## config.mk

```make
export PLATFORM = sky130hd
export DESIGN_NAME = gpio_port_ctrl
export DESIGN_NICKNAME = d
export VERILOG_FILES = /design/src/rtl/gpio_pkg.sv /design/src/rtl/gpio_regs.sv /design/src/rtl/gpio_pad_ctrl.sv /design/src/rtl/gpio_edge_pend.sv /design/src/rtl/gpio_port_ctrl.sv
export SDC_FILE = /design/constraint.sdc
export NUM_CORES = 1
export LEC_CHECK = 0
export ABC_CLOCK_PERIOD_IN_PS = 1850
export CAP_MARGIN = 20
export CELL_PAD_IN_SITES_DETAIL_PLACEMENT = 1
export CELL_PAD_IN_SITES_GLOBAL_PLACEMENT = 1
export CORE_UTILIZATION = 35
export CTS_CLUSTER_DIAMETER = 80
export CTS_CLUSTER_SIZE = 25
export DETAILED_ROUTE_END_ITERATION = 10
export HOLD_SLACK_MARGIN = 0.06
export PLACE_DENSITY = 0.75
export SYNTH_ARGS = -nofsm -noshare
export SYNTH_HDL_FRONTEND = slang
export SYNTH_SLANG_ARGS = --single-unit
```

## constraint.sdc

```tcl
create_clock -name clk_i -period 1.85 [get_ports clk_i]
set_clock_uncertainty 0.2 [all_clocks]
set_input_delay 0.37 -clock clk_i [delete_from_list [all_inputs] [get_ports clk_i]]
set_output_delay 0.37 -clock clk_i [all_outputs]
set_load 0.02 [all_outputs]
```

## src/rtl/gpio_pkg.sv

```systemverilog
package gpio_pkg;
  typedef enum logic [1:0] {
    MODE_OD_RISE = 2'b00,
    MODE_OD_FALL = 2'b01,
    MODE_PUSH    = 2'b10,
    MODE_PULL    = 2'b11
  } port_mode_e;
endpackage

```

## src/rtl/gpio_regs.sv

```systemverilog
module gpio_regs #(
  parameter int NPORT = 4,
  parameter int W     = 8,
  parameter int AW    = 4
) (
  input  logic               clk_i,
  input  logic               rst_ni,
  input  logic               wr_en_i,
  input  logic [AW-1:0]      addr_i,
  input  logic [W-1:0]       wdata_i,
  input  logic [NPORT*W-1:0] pend_i,
  output logic [W-1:0]       rdata_o,
  output logic [NPORT*W-1:0] data_o,
  output logic [NPORT*W-1:0] en_o,
  output logic [2*NPORT-1:0] cfg_o,
  output logic [NPORT*W-1:0] clr_o
);
  localparam int CfgAddr = 2 * NPORT;
  localparam int ClrBase = 3 * NPORT;

  logic [2*NPORT-1:0] cfg_q;
  assign cfg_o = cfg_q;

  always_ff @(posedge clk_i or negedge rst_ni) begin
    if (!rst_ni) cfg_q <= '0;
    else if (wr_en_i && addr_i == AW'(CfgAddr)) cfg_q <= wdata_i[2*NPORT-1:0];
  end

  for (genvar k = 0; k < NPORT; k++) begin : g_port
    logic [W-1:0] data_q, en_q;
    always_ff @(posedge clk_i or negedge rst_ni) begin
      if (!rst_ni) begin
        data_q <= '1;
        en_q   <= '0;
      end else if (wr_en_i) begin
        if (addr_i == AW'(k))         data_q <= wdata_i;
        if (addr_i == AW'(NPORT + k)) en_q   <= wdata_i;
      end
    end
    assign data_o[k*W +: W] = data_q;
    assign en_o[k*W +: W]   = en_q;
    assign clr_o[k*W +: W]  = (wr_en_i && addr_i == AW'(ClrBase + k)) ? wdata_i : '0;
  end

  always_comb begin
    rdata_o = '0;
    for (int k = 0; k < NPORT; k++) begin
      if (addr_i == AW'(k))           rdata_o = data_o[k*W +: W];
      if (addr_i == AW'(NPORT + k))   rdata_o = en_o[k*W +: W];
      if (addr_i == AW'(ClrBase + k)) rdata_o = pend_i[k*W +: W];
    end
  end
endmodule

```

## src/rtl/gpio_pad_ctrl.sv

```systemverilog
module gpio_pad_ctrl
  import gpio_pkg::*;
#(
  parameter int W = 8
) (
  input  port_mode_e   mode_i,
  input  logic [W-1:0] data_i,
  input  logic [W-1:0] en_i,
  output logic [W-1:0] drv_hi_o,
  output logic [W-1:0] drv_lo_o,
  output logic [W-1:0] pull_up_o
);
  always_comb begin
    drv_lo_o  = ~data_i;
    drv_hi_o  = '0;
    pull_up_o = '0;
    unique case (mode_i)
      MODE_PULL: pull_up_o = data_i;
      MODE_PUSH: drv_hi_o  = data_i & ~en_i;  // enable bits double as direction
      default:   ;
    endcase
  end
endmodule

```

## src/rtl/gpio_edge_pend.sv

```systemverilog
module gpio_edge_pend
  import gpio_pkg::*;
#(
  parameter int W = 8
) (
  input  logic         clk_i,
  input  logic         rst_ni,
  input  logic [W-1:0] pin_i,
  input  port_mode_e   mode_i,
  input  logic [W-1:0] en_i,
  input  logic [W-1:0] clr_i,
  output logic [W-1:0] pend_o
);
  logic [W-1:0] s1_q, s2_q, prev_q, pend_q, hit;

  always_comb begin
    unique case (mode_i)
      MODE_OD_RISE: hit = s2_q & ~prev_q & en_i;
      MODE_PUSH:    hit = '0;
      default:      hit = ~s2_q & prev_q & en_i;
    endcase
  end

  always_ff @(posedge clk_i or negedge rst_ni) begin
    if (!rst_ni) begin
      s1_q   <= '0;
      s2_q   <= '0;
      prev_q <= '0;
      pend_q <= '0;
    end else begin
      s1_q   <= pin_i;
      s2_q   <= s1_q;
      prev_q <= s2_q;
      pend_q <= (pend_q & ~clr_i) | hit;  // new edge beats clear
    end
  end

  assign pend_o = pend_q;
endmodule

```

## src/rtl/gpio_port_ctrl.sv

```systemverilog
module gpio_port_ctrl
  import gpio_pkg::*;
#(
  parameter int NPORT = 4,
  parameter int W     = 8,
  parameter int AW    = 4
) (
  input  logic               clk_i,
  input  logic               rst_ni,
  input  logic               wr_en_i,
  input  logic [AW-1:0]      addr_i,
  input  logic [W-1:0]       wdata_i,
  output logic [W-1:0]       rdata_o,
  input  logic [NPORT*W-1:0] pin_i,
  output logic [NPORT*W-1:0] drv_hi_o,
  output logic [NPORT*W-1:0] drv_lo_o,
  output logic [NPORT*W-1:0] pull_up_o,
  output logic               irq_o
);
  localparam int NPIN = NPORT * W;

  logic [NPIN-1:0]    data_w, en_w, clr_w, pend_w;
  logic [2*NPORT-1:0] cfg_q;

  gpio_regs #(.NPORT(NPORT), .W(W), .AW(AW)) u_regs (
    .clk_i, .rst_ni, .wr_en_i, .addr_i, .wdata_i,
    .pend_i (pend_w),
    .rdata_o,
    .data_o (data_w),
    .en_o   (en_w),
    .cfg_o  (cfg_q),
    .clr_o  (clr_w)
  );

  for (genvar k = 0; k < NPORT; k++) begin : g_port
    port_mode_e mode;
    assign mode = port_mode_e'(cfg_q[2*k +: 2]);

    gpio_pad_ctrl #(.W(W)) u_pad (
      .mode_i    (mode),
      .data_i    (data_w[k*W +: W]),
      .en_i      (en_w[k*W +: W]),
      .drv_hi_o  (drv_hi_o[k*W +: W]),
      .drv_lo_o  (drv_lo_o[k*W +: W]),
      .pull_up_o (pull_up_o[k*W +: W])
    );

    gpio_edge_pend #(.W(W)) u_edge (
      .clk_i, .rst_ni,
      .pin_i  (pin_i[k*W +: W]),
      .mode_i (mode),
      .en_i   (en_w[k*W +: W]),
      .clr_i  (clr_w[k*W +: W]),
      .pend_o (pend_w[k*W +: W])
    );
  end

  assign irq_o = |pend_w;
endmodule

```

**Yosys cells after proc, flatten, opt, wreduce, memory -nomap -nowiden**

Index checks and enable logic that the tools add are counted.

- Logic and storage cells: 140
- Output and inout bits: 105
- Flip-flop bits (word level): 200
- Input port bits: 47

- Equal/unequal tests: 20
- Bitwise gates (word level): 48
- Reductions and logical operators: 19
- Muxes and demuxes: 28

Operators by type and width:

| operator | number |
|---|---|
| $and 8x8->8 | 24 |
| $mux 8 | 24 |
| $not 8->8 | 20 |
| $pmux 8 s2 | 4 |
| $or 8x8->8 | 4 |
| $reduce_or 32->1 | 1 |
| $eq 4x4->1 const B | 5 |
| $eq 2x2->1 const B | 8 |
| $eq 4x3->1 const B | 4 |
| $reduce_and 2->1 | 8 |
| $eq 4x2->1 const B | 2 |
| $logic_not 2->1 | 4 |
| $logic_and 1x1->1 | 5 |
| $eq 4x1->1 const B | 1 |
| $logic_not 4->1 | 1 |

**Longest topological paths before layout**

Gate-level depths: netlist (run 1).

- Depth after elaboration: 13
- Mapped depth: 8
- Depth with buffers taken out: 4

**Cells and area by module**

A second synthesis (run 1) with hierarchy kept.

- Cell total of the unflattened synthesis: 732
- Area, all modules: 9,452.8 µm²

Modules (own cells, without submodules):

| module | cells an instance | instances | sequential area each (µm²) | area each (µm²) |
|---|---|---|---|---|
| gpio_edge_pend | 66 | 4 | 800.8 | 1,091.0 |
| gpio_regs | 353 | 1 | 1,841.8 | 4,087.7 |
| gpio_pad_ctrl | 26 | 4 | 0.0 | 231.5 |
| gpio_port_ctrl | 11 | 1 | 0.0 | 75.1 |

**Worst setup path after synthesis (run 1)**

No wires, ideal clock.

- Kind: input -> output
- Start: in addr_i[2]
- End: out rdata_o[2]
- Arrival: 1,756 ps
- Setup slack: -476 ps
- Cell stages on the path: 7
- Data required time: 1,280 ps
- Buffers on the path: 3
- Path through: buf_4 buf_4 buf_4 mux2i_1 o21ai_0 a2bb2oi_1 o31ai_1

- Word-level cells in the longest chain between the ends: 13
- Elaborated cells on any way between the ends: 24
- Classes of those cells: eq/ne (11); mux (12); reduce/logical (1)

RTL lines:

| what | RTL line | RTL |
|---|---|---|
| start, declared | gpio_port_ctrl.sv:11 | `input logic [AW-1:0] addr_i,` |
| $logic_not 4->1 | gpio_regs.sv:48 | `if (addr_i == AW'(k)) rdata_o = data_o[k*W +: W];` |
| $mux 8 | gpio_regs.sv:48 |  |
| $mux 8 | gpio_regs.sv:49 | `if (addr_i == AW'(NPORT + k)) rdata_o = en_o[k*W +: W];` |
| $mux 8 | gpio_regs.sv:50 | `if (addr_i == AW'(ClrBase + k)) rdata_o = pend_i[k*W +: W];` |
| $mux 8 | gpio_regs.sv:48 |  |
| $mux 8 | gpio_regs.sv:49 |  |
| $mux 8 | gpio_regs.sv:50 |  |
| $mux 8 | gpio_regs.sv:48 |  |
| $mux 8 | gpio_regs.sv:49 |  |
| $mux 8 | gpio_regs.sv:50 |  |
| $mux 8 | gpio_regs.sv:48 |  |
| $mux 8 | gpio_regs.sv:49 |  |
| $mux 8 * | gpio_regs.sv:50 |  |
| end, declared | gpio_port_ctrl.sv:13 | `output logic [W-1:0] rdata_o,` |

Every way passes the cells marked *; elsewhere a longest branch is shown, timed or not.

**Final worst setup path (run 1)**

- Start: reg u_regs.g_port[0].data_q[4]
- End: out rdata_o[4]

- Word-level cells in the longest chain between the ends: 12

RTL lines:

| what | RTL line | RTL |
|---|---|---|
| start, declared | gpio_regs.sv:30 | `logic [W-1:0] data_q, en_q;` |
| start signal, assigned | gpio_regs.sv:36 | `if (addr_i == AW'(k)) data_q <= wdata_i;` |
| $mux 8 | gpio_regs.sv:48 |  |
| $mux 8 | gpio_regs.sv:49 |  |
| $mux 8 | gpio_regs.sv:50 |  |
| $mux 8 | gpio_regs.sv:48 |  |
| $mux 8 | gpio_regs.sv:49 |  |
| $mux 8 | gpio_regs.sv:50 |  |
| $mux 8 | gpio_regs.sv:48 |  |
| $mux 8 | gpio_regs.sv:49 |  |
| $mux 8 | gpio_regs.sv:50 |  |
| $mux 8 | gpio_regs.sv:48 |  |
| $mux 8 | gpio_regs.sv:49 |  |
| $mux 8 | gpio_regs.sv:50 |  |

No other way between the ends.

==> run_results.csv, run 1 <==
group,metric,value,unit
run_status,status,"finished with violations",
run_status,violations,"setup timing",
critical_path,crit_buf_inv,1,
critical_path,path_max_fanout,2,
placement,port_buffers,151,
run,max_cap_viol_count,0,
timing,fin_ws,-0.777,ns
drt,viasPerCell,5.26,
global_routing,grt_overflow_total,0,
cells_and_area,area_growth,60.7,%
critical_path,crit_path_top_delay_cell,"or3_4",
timing,finalCriticalPeriod,2.63,ns
logic_synthesis,synth_top_cell_by_area,"dfrtp_1",
power_and_ir_drop,pwr-share-clk,23.1,%
cells_and_area,diodes,0,
cts,cts_buffers,17,
placement,dp_hpwl,21800,um
placement,placed_cells,1381,
logic_synthesis,synthesis.area,8830,um2
logic_synthesis,yosysTopAreaCellShare,47.6,%
floorplanning,core-area,24500,um2
logic_synthesis,syn_area_per_cell,11.7,um2
cells_and_area,final_area,14200,um2
global_routing,grt_pass1_vias,8398,
critical_path,r2r_end,"g_port[3].u_edge.pend_o[4]$_DFF_PN0_",
drt,post_drt_wl_per_cell,22.7,um
drt,firstDrtPassIters,4,
timing,slew_violations,0,
cells_and_area,final_cell_mix,"170 x buf_6, 168 x dfrtp_1, 142 x buf_4, 73 x mux2_2, 41 x clkdlybuf4s50_1",
critical_path,cp_cell_sequence,"mux2_4 > o211ai_1 > a21oi_2 > or3_4 > buf_6",
floorplanning,die-area,25900,um2
timing,hold_viol,0,
cts,clockBufferDepth,2,
floorplanning,initial_utilization,36.0,%
logic_synthesis,synth_fp_nets,804,
cts,cts_tree,"built",
timing,fin_tns_setup,-18.41,ns
min_path,hold_path_end,"g_port[1].u_edge.s2_q[4]$_DFF_PN0_",
logic_synthesis,synth_flop_cell,"dfrtp_1",
timing,holdWs,0.146,ns
logic_synthesis,synth.distinct_cells,49,
global_routing,grt_max_degree,46,
cts,cts_root_buf,"clkbuf_16",
placement,pre_cts_slack,-1.48,ns
floorplanning,die_y,161,um
power_and_ir_drop,pwr-share-seq,37.3,%
cts,h-tree-depth,4,
critical_path,reg2regPathDepth,5,
drt,wl,32800,um
critical_path,critPathTopFamily,"compound AO/OA/AOI/OAI gates",
power_and_ir_drop,pwr_density_cell,1120,nW/um2
logic_synthesis,yosysSeqAreaShare,57.1,%
critical_path,max_stage_delay,0.40,ns
floorplanning,rows,57,
global_routing,antenna_found_initial,0,
critical_path,r2r_setup_slack,0.01,ns
min_path,hp-class,"reg2reg",
placement,dpl-instance-area,12400,um2
cts,worstSkewPairLatency,0.45,ns
floorplanning,num_io_pins,152,
power_and_ir_drop,p_leak,6.20,nW
logic_synthesis,ys_top_cells_by_area,"dfrtp_1 48%, mux2_2 9.6%, dfstp_2 9.5%",
drt,drtIter0Drc,399,
cells_and_area,final_nets,1154,
power_and_ir_drop,intPower,10.4,mW
timing,fmax,381,MHz
cts,clkTransAtPathRegs,0.08,ns
global_routing,grt_pass1_wl,49500,um
floorplanning,dieWidth,161,um
logic_synthesis,async_flop_share,100,%
placement,place.gp.congestion,0.878,
drt,drc_errors,0,
power_and_ir_drop,p_sw,5.47,mW
drt,final_antenna_net_count,0,
timing,fin_crit_sh,142,%
critical_path,worstSetupPathType,"reg2out",
logic_synthesis,ys_ff_latch,200,
cells_and_area,layout_commonest_cell,"buf_6",
min_path,hold_depth,0,
critical_path,r2r_start,"u_regs.cfg_o[6]$_DFFE_PN0P_",
timing,worst_pin_slew,0.428,ns
logic_synthesis,ys_warn_count,0,
global_routing,grt_usage,25.5,%
cells_and_area,drive_gt1_share,56.7,%
timing,setup_violations,105,
power_and_ir_drop,p_comb_share,39.6,%
power_and_ir_drop,max-vdd-ir-drop,614,uV
cts,cts.sinks,200,
power_and_ir_drop,p_sw_share,34.5,%
cells_and_area,instances_no_fill,1444,
timing,rsz0062_at_grt,"true",
critical_path,cp.arrival,2.06,ns
drt,vias,7592,
critical_path,required,1.28,ns
timing,max-slew-margin-rel,71.3,%
logic_synthesis,synthCells,757,
critical_path,cp-start-kind,"flop",
logic_synthesis,synth-edff-count,0,
min_path,min_from,"g_port[1].u_edge.s1_q[4]$_DFF_PN0_",
critical_path,worstSetupEndpointType,"output port",
-- flip-flops by register name (all words and copies together) (netlist names) --
signal and flops:
g_port.u_edge.s1_q 32, g_port.u_edge.s2_q 32, u_regs.cfg_o 8, g_port.u_edge.prev_q 32, u_regs.g_port.en_q 32, g_port.u_edge.pend_o 32, u_regs.g_port.data_q 32
-- synth_stat cells (5+ instances only) --
cell / instances
nor3_1: 37
o21ai_0: 47
mux2_2: 75
dfrtp_1: 168
nor2b_1: 5
nor4_1: 8
and3_1: 32
buf_2: 10
inv_1: 33
nand3_1: 12
a22o_1: 32
a21oi_1: 10
mux2i_1: 15
nor2_2: 5
buf_4: 6
nand2_1: 36
nor2_1: 16
o221ai_1: 5
nand3b_1: 33
clkbuf_1: 32
o21a_1: 5
or2_2: 6
a211oi_1: 5
nand2b_1: 39
dfstp_2: 32
o211ai_1: 7
-- final cells by class --
type | instances | area [um2]
fillers | 2451 | 10300
clock buffers | 19 | 443
flip-flops and latches | 200 | 5040
clock inverters | 13 | 138
well taps | 324 | 405
repair buffers | 381 | 3880
multi-input cells | 474 | 4080
inverters | 33 | 199
-- cell families (layout without fill, tap and decap cells) --
group / Yosys count / count (layout) / share of synthesized area (%)
DFF: 200 / 200 / 57.1
muxes: 91 / 91 / 11.4
AOI/OAI and AO/OA: 137 / 137 / 10.9
and+or+nand+nor: 246 / 246 / 16.5
buffers and inverters: 83 / 446 / 4.10
-- worst max-delay path by stage --
stage	start	to	slack, ns	cells past startpoint
finish	u_regs.g_port[0].data_q[4]$_DFFE_PN1P_	rdata_o[4]	-0.78	5
global placement	addr_i[0]	rdata_o[7]	-1.38	7
global route	u_regs.g_port[0].en_q[4]$_DFFE_PN0P_	rdata_o[4]	-0.79	5
CTS	u_regs.g_port[0].en_q[4]$_DFFE_PN0P_	rdata_o[4]	-0.79	5
detailed placement	addr_i[0]	rdata_o[7]	-1.48	7
floorplan	addr_i[3]	rdata_o[1]	-0.29	5
-- layer usage --
metal	global-route usage [%]	part of all wire (%)
met5	0	0
met2	44.0	52
met3	4.24	4.7
met1	32.7	41
met4	8.23	2.3
-- worst register-to-register path, delay by kind of cell, from the launching register on --
| kind | cells | cell delay (ns) |
|---|---|---|
| AOI/OAI and AO/OA | 2 | 0.52 |
| buffers and inverters | 2 | 0.28 |
| DFF | 1 | 0.40 |
| and+or+nand+nor | 1 | 0.36 |
-- power by group through the flow --
stage	sequential [mW]	clock (mW)	combinational (mW)
6_report	5.92	3.67	6.28
5_1_grt	5.99	3.88	6.62
4_1_cts	5.86	3.72	5.76
3_5_place_dp	5.89	0	4.96
3_3_place_gp	5.84	0	4.87
2_1_floorplan	5.81	0	2.06
-- through the flow --
step	power (mW)	utilization (%)
after global routing	16.5	57.8
after detailed placement	10.9	50.6
after floorplan	7.86	-
after global placement	10.7	50.6
after CTS	15.3	56.0
final	15.9	57.8
-- timing repair --
action | CTS | global route
endpoints found under the hold margin | 178 | 0
hold buffers | 1 | 0
buffers inserted | 24 | 26
setup endpoints to repair | 161 | 140
gates cloned | 0 | 1
gates resized for setup | 754 | 137
pin swaps | 42 | 36
No activity file was read; power rests on OpenSTA's default activity.
==> inputs of run 2 (changes only) <==
SLEW_MARGIN = 20   (was not set)
==> results of run 2 <==
Same layout as run 1: the final DEF is identical, and so are final timing and power.
==> inputs of run 3 (changes only) <==
CTS_CLUSTER_SIZE = 14   (was 25)
==> results of run 3 <==
Same layout as run 1: the final DEF is identical, and so are final timing and power.
